$ cat src/rtl/qdac_pkg.sv
package qdac_pkg;

  // Control inputs bundled so they travel through one synchronizer.
  typedef struct packed {
    logic wr_n;
    logic ld_n;
    logic shdn;
  } qdac_ctrl_t;

  // Idle levels: strobes released, shutdown off.
  localparam qdac_ctrl_t CTRL_IDLE = '{wr_n: 1'b1, ld_n: 1'b1, shdn: 1'b0};

endpackage

$ cat src/rtl/qdac_sync.sv
module qdac_sync #(
  parameter int            WIDTH   = 1,
  parameter int            STAGES  = 2,
  parameter logic [WIDTH-1:0] RST_VAL = '0
) (
  input  logic             clk,
  input  logic             rst,
  input  logic [WIDTH-1:0] d,
  output logic [WIDTH-1:0] q
);

  logic [WIDTH-1:0] stage_q [STAGES];

  genvar s;
  generate
    for (s = 0; s < STAGES; s++) begin : g_stage
      if (s == 0) begin : g_first
        always_ff @(posedge clk) begin
          if (rst) stage_q[s] <= RST_VAL;
          else     stage_q[s] <= d;
        end
      end else begin : g_next
        always_ff @(posedge clk) begin
          if (rst) stage_q[s] <= RST_VAL;
          else     stage_q[s] <= stage_q[s-1];
        end
      end
    end
  endgenerate

  assign q = stage_q[STAGES-1];

endmodule

$ cat src/rtl/qdac_channel.sv
module qdac_channel #(
  parameter int CODE_W = 8
) (
  input  logic              clk,
  input  logic              rst,
  input  logic              wr_sel,
  input  logic              ld,
  input  logic [CODE_W-1:0] din,
  output logic [CODE_W-1:0] active_q
);

  logic [CODE_W-1:0] stage_q;
  logic [CODE_W-1:0] stage_next;

  // A selected write makes the staging value visible to the load in the same update.
  always_comb begin
    stage_next = wr_sel ? din : stage_q;
  end

  always_ff @(posedge clk) begin
    if (rst) begin
      stage_q  <= '0;
      active_q <= '0;
    end else begin
      stage_q <= stage_next;
      if (ld) active_q <= stage_next;
    end
  end

  a_r2_stage_hold: assert property (@(posedge clk) disable iff (rst)
    !wr_sel |=> $stable(stage_q));

  a_r3_active_hold: assert property (@(posedge clk) disable iff (rst)
    !ld |=> $stable(active_q));

  a_r3_load_copy: assert property (@(posedge clk) disable iff (rst)
    (ld && !wr_sel) |=> (active_q == $past(stage_q)));

  a_r4_flow_through: assert property (@(posedge clk) disable iff (rst)
    (ld && wr_sel) |=> (active_q == $past(din)));

endmodule

$ cat src/rtl/qdac_scale.sv
module qdac_scale #(
  parameter int CODE_W = 8,
  parameter int REF_MV = 3300,
  parameter int MV_W   = 12
) (
  input  logic [CODE_W-1:0] code,
  output logic [MV_W-1:0]   level
);

  localparam int PROD_W = CODE_W + MV_W;

  logic [PROD_W-1:0] prod;

  always_comb begin
    prod  = PROD_W'(code) * PROD_W'(REF_MV);
    level = MV_W'(prod >> CODE_W);
  end

endmodule

$ cat src/rtl/quad_dac_regbank.sv
module quad_dac_regbank #(
  parameter int CHANNELS = 4,
  parameter int CODE_W   = 8,
  parameter int REF_MV   = 3300,
  parameter int SYNC_STG = 2,
  localparam int ADDR_W  = $clog2(CHANNELS),
  localparam int MV_W    = $clog2(REF_MV + 1)
) (
  input  logic                       clk,
  input  logic                       rst,
  input  logic                       wr_n,
  input  logic                       ld_n,
  input  logic                       shdn,
  input  logic [ADDR_W-1:0]          addr,
  input  logic [CODE_W-1:0]          din,
  output logic [CHANNELS*CODE_W-1:0] dac_code,
  output logic [CHANNELS-1:0]        out_en,
  output logic [CHANNELS*MV_W-1:0]   level_mv
);

  import qdac_pkg::*;

  localparam int BUS_W = ADDR_W + CODE_W;

  qdac_ctrl_t          ctrl_raw;
  qdac_ctrl_t          ctrl_s;
  logic [BUS_W-1:0]    bus_s;
  logic [ADDR_W-1:0]   addr_s;
  logic [CODE_W-1:0]   din_s;
  logic [CHANNELS-1:0] wr_sel;
  logic                ld_s;
  logic                shdn_d;

  always_comb begin
    ctrl_raw.wr_n = wr_n;
    ctrl_raw.ld_n = ld_n;
    ctrl_raw.shdn = shdn;
  end

  qdac_sync #(.WIDTH($bits(qdac_ctrl_t)), .STAGES(SYNC_STG), .RST_VAL(CTRL_IDLE)) u_ctrl_sync (
    .clk (clk),
    .rst (rst),
    .d   (ctrl_raw),
    .q   (ctrl_s)
  );

  // Bus goes through the same depth so it stays aligned with the strobes.
  qdac_sync #(.WIDTH(BUS_W), .STAGES(SYNC_STG), .RST_VAL('0)) u_bus_sync (
    .clk (clk),
    .rst (rst),
    .d   ({addr, din}),
    .q   (bus_s)
  );

  assign addr_s = bus_s[BUS_W-1:CODE_W];
  assign din_s  = bus_s[CODE_W-1:0];
  assign ld_s   = ~ctrl_s.ld_n;

  // Shutdown delayed one cycle to line up with the active register update.
  always_ff @(posedge clk) begin
    if (rst) shdn_d <= 1'b0;
    else     shdn_d <= ctrl_s.shdn;
  end

  genvar i;
  generate
    for (i = 0; i < CHANNELS; i++) begin : g_ch
      logic [CODE_W-1:0] active;
      logic [MV_W-1:0]   level;

      assign wr_sel[i] = ~ctrl_s.wr_n && (addr_s == ADDR_W'(i));

      qdac_channel #(.CODE_W(CODE_W)) u_chan (
        .clk      (clk),
        .rst      (rst),
        .wr_sel   (wr_sel[i]),
        .ld       (ld_s),
        .din      (din_s),
        .active_q (active)
      );

      qdac_scale #(.CODE_W(CODE_W), .REF_MV(REF_MV), .MV_W(MV_W)) u_scale (
        .code  (active),
        .level (level)
      );

      always_ff @(posedge clk) begin
        if (rst) begin
          dac_code[i*CODE_W +: CODE_W] <= '0;
          level_mv[i*MV_W +: MV_W]     <= '0;
          out_en[i]                    <= 1'b1;
        end else begin
          dac_code[i*CODE_W +: CODE_W] <= shdn_d ? '0 : active;
          level_mv[i*MV_W +: MV_W]     <= shdn_d ? '0 : level;
          out_en[i]                    <= ~shdn_d;
        end
      end
    end
  endgenerate

  a_r1_one_target: assert property (@(posedge clk) disable iff (rst)
    $onehot0(wr_sel));

  a_r7_shutdown_off: assert property (@(posedge clk) disable iff (rst)
    shdn_d |=> (out_en == '0 && dac_code == '0 && level_mv == '0));

  a_r6_reset_clear: assert property (@(posedge clk)
    rst |=> (dac_code == '0 && level_mv == '0 && out_en == '1));

endmodule

$ cat config.mk
export PLATFORM = sky130hd
export DESIGN_NAME = quad_dac_regbank
export DESIGN_NICKNAME = d
export VERILOG_FILES = /design/src/rtl/qdac_pkg.sv /design/src/rtl/qdac_sync.sv /design/src/rtl/qdac_channel.sv /design/src/rtl/qdac_scale.sv /design/src/rtl/quad_dac_regbank.sv
export SDC_FILE = /design/constraint.sdc
export NUM_CORES = 1
export LEC_CHECK = 0
export BUFFER_PORTS_ARGS = -buffer_cell sky130_fd_sc_hd__clkbuf_2
export CAP_MARGIN = 20
export CELL_PAD_IN_SITES_DETAIL_PLACEMENT = 1
export CELL_PAD_IN_SITES_GLOBAL_PLACEMENT = 1
export CORE_MARGIN = 2
export CORE_UTILIZATION = 25
export DETAILED_ROUTE_END_ITERATION = 6
export HOLD_SLACK_MARGIN = 0.03
export PLACE_DENSITY_LB_ADDON = 0.1
export SLEW_MARGIN = 20
export SYNTH_ARGS = -nofsm -noshare
export SYNTH_HDL_FRONTEND = slang
export SYNTH_SLANG_ARGS = --single-unit
$ cat constraint.sdc
create_clock -name clk -period 5.21 [get_ports clk]
set_input_delay 0 -clock clk [delete_from_list [all_inputs] [get_ports clk]]
set_output_delay 0 -clock clk [all_outputs]
set_load 0.005 [all_outputs]
==> results.md <==
* M3 GR Usage at under 10%
* Num CTS Buffers at 17
* Area Overhead vs Synth at 18.1%
* Final core occ at a little under a third
* Max frequency at 241 MHz
* Post-synth EDFFs at 0
* Placed insts at around 1600
* DR iter-0 viols at approximately 210
* Cells after Synth at a little over 1000
* Setup crit start: g_ch[3].u_chan.active_q[5]
* Maximum vdd drop at about 230 uV
* CP Class: register to register
* Final global-route overflow total at 0
* Most common library cells after synthesis: dfxtp_1 (172), nor2_1 (157), ha_1 (150)
* GRT Util Overall at about 12%
* # DRC at 0
* CORE AREA at between 0.03 and 0.04 mm^2
* GRT met2 Usage at 19.7%
* IO Port Bufs at 98
* Post-DRT Antenna Nets at 0
* Total Routed Length at about 25000 um
* I/O pin cnt at 99
* Reg2reg start: g_ch[3].u_chan.active_q[5]
* Endpoint type of the worst setup path: register
* Power Density at around 230 mW/mm^2
* Synth Register Bits at 172
* Hpwl dp at ~19000 um
* Placer Congestion at approximately 0.74
* Fin Clk Skew at 0.0135 ns
* Die Ht at ~210 um
* Clock Latency Late Sink at 0.45 ns
* Yosys top cell by area: dfxtp_1
* Max-slew headroom at roughly 33%
* Share of the synthesized area in the top cell type at roughly a third
* Hold WC Path Type: input pin to register
* Setup TNS at 0 ns
* Syn_area_per_cell at roughly 9.8 um^2
* Number of global-route vias before repair at 7488
* FF+latch area at between 0.003 and 0.004 mm^2
* Final worst slack at between 1 and 1.5 ns
* Fin crit period at 4.16 ns
* GRT Max-Usage Layer: met2
* Diode count at 0
* Post-synth top flop: dfxtp_1
* Placement Setup Slack at 1.06 ns
* Worst-margin pin slew at approximately 1.0 ns
* DR WL/cell at between 10 and 15 um
* Final setup vio count at 0
* Fillcell total at ~4500
* Met1 GRT Util at ~17%
* Die area at 0.0422 mm^2
* Via/cell ratio at roughly 4.3
* Synth warn at 0
* H-tree Lvls at 4
* Max-Cap Viols at 0
* Required time worst endpoint at between 5 and 6 ns
* Crit-path max FO at 7
* Seq/Total Area, Yosys at between 30% and 40%
* Nets at 1371
* Leakage dissipation at 5.97 nW
* Syn Nets at around 1300
* Cell variety after synth at 54
* Count leader, synth: dfxtp_1
* Top cells by area, synth: dfxtp_1 (34%), ha_1 (19%), fa_1 (13%)
* Overall Power at about 2.8 mW
* WP data arrival at ~4.5 ns
* Multi-input logic area at slightly above 0.006 mm^2
* Final hold violation count at 0
* Via count at 7142
* Largest net degree at the start of global routing at 94
* CTS Sinks at 172
* CTS tree: built
* Async S/R FF share, synth at 0%
* Clock Path Buffers at 2
* Hold_sp: wr_n
* Mapped Area at around 0.010 mm^2
* Starting Density at between 20% and 30%
* DRT Pass-1 Iters at 4
* Root Buffer Master: clkbuf_16
* Max Slew Vio Count at 0
* RSZ-0062 raised after global routing: no
* Reg clk slew, reported paths at around 0.080 ns
* Chip Width at slightly above 200 um
* Post-CTS setup buffer count at 0
* FP Rows at 73
* Layout cells sized above 1 at 13.6%
* First-pass GRT wire length at roughly 40000 um
* Fin crit share at around four fifths
* Outcome: finished, final reports clean
* Crit start category: register
* Initial antenna violation count at 0
* Non-filler instance count after layout at approximately 1700
[final cells by class]
type                       count  share of cell area, %
clock buffer                  17                   3.55
clock inverter                15                   1.84
inverter                     124                   3.89
multi-input combinational    706                   50.9
sequential                   172                   28.8
tap                          525                   5.48
timing repair buffer         117                   5.58
[flip-flops by register name, indices dropped and copies added, names as in the netlist]
register and cells:
level_mv 48, dac_code 32, g_ch.u_chan.active_q 32, g_ch.u_chan.stage_q 32
u_bus_sync.stage_q 20, u_ctrl_sync.stage_q 6, out_en 1, shdn_d 1
[path summary, 6_finish.rpt]
kind,depth (start not counted),slack (ns),endpoint
setup / recovery,14,1.05,level_mv[47]
hold / removal,3,0.26,u_ctrl_sync.stage_q[0][2]
setup reg to reg,14,1.05,level_mv[47]
hold reg to reg,1,0.41,u_ctrl_sync.stage_q[1][1]
[through the flow]
stage / hold slack [ns] / area [um^2]
6_report: 0.261 / 12000
4_1_cts: 0.232 / 12000
3_5_place_dp: 0.187 / 11200
5_1_grt: 0.263 / 12000
2_1_floorplan: 0.104 / 10100
3_3_place_gp: 0.189 / 11200
[timing repair]
| action | 4_1_cts | 5_1_grt |
|---|---|---|
| hold buffers | 14 | 0 |
| resized for setup | 0 | 0 |
| hold endpoints to repair | 15 | 0 |
[routing by layer]
layer / share of wire [%] / vias up
li1: - / 3607
met1: 51 / 3449
met2: 45 / 65
met3: 1.9 / 21
met4: 1.4 / 0
met5: 0 / -
[worst max-delay path, cell delays in order, from the launching register on]
cell and delay, ns:
dfxtp_1 0.42, fa_1 0.57, inv_1 0.05, fa_1 0.48
inv_1 0.06, fa_1 0.51, inv_1 0.06, fa_1 0.54
inv_1 0.04, ha_1 0.37, o21ai_0 0.21, a21oi_1 0.12
a221oi_1 0.36, xor2_1 0.17, nor2_1 0.05
[where the power goes]
| part | leakage [nW] | switching (mW) | internal (mW) | total (mW) |
|---|---|---|---|---|
| combinational | 4.27 | 0.0474 | 0.0268 | 0.0742 |
| sequential | 1.39 | 0.00919 | 1.33 | 1.33 |
| clock | 0.310 | 0.665 | 0.703 | 1.37 |
| total | 5.97 | 0.721 | 2.06 | 2.78 |
[cell usage in the layout (no fill, tap or decap), types with 16 or more instances in the layout]
cell type and n:
nor2_1 156, xor2_1 16, ha_1 150, fa_1 68, clkbuf_16 17, mux2i_1 35, dfxtp_1 171, and2_1 18
nor2b_1 28, clkbuf_2 97, nand2_1 18, inv_1 124, a21oi_1 65
[cell families (layout without fill, tap and decap cells)]
group / after synthesis / in the layout / share of synthesized area [%]
and+or+nand+nor: 284 / 284 / 13.5
AOI/OAI and AO/OA: 139 / 139 / 8.55
buffers and inverters: 157 / 273 / 5.97
xor gates and xnor gates: 30 / 30 / 2.59
DFF: 172 / 172 / 34.0
muxes: 35 / 35 / 3.45
adders and majority gates: 218 / 218 / 31.9
(Power assumes the default switching activity.)
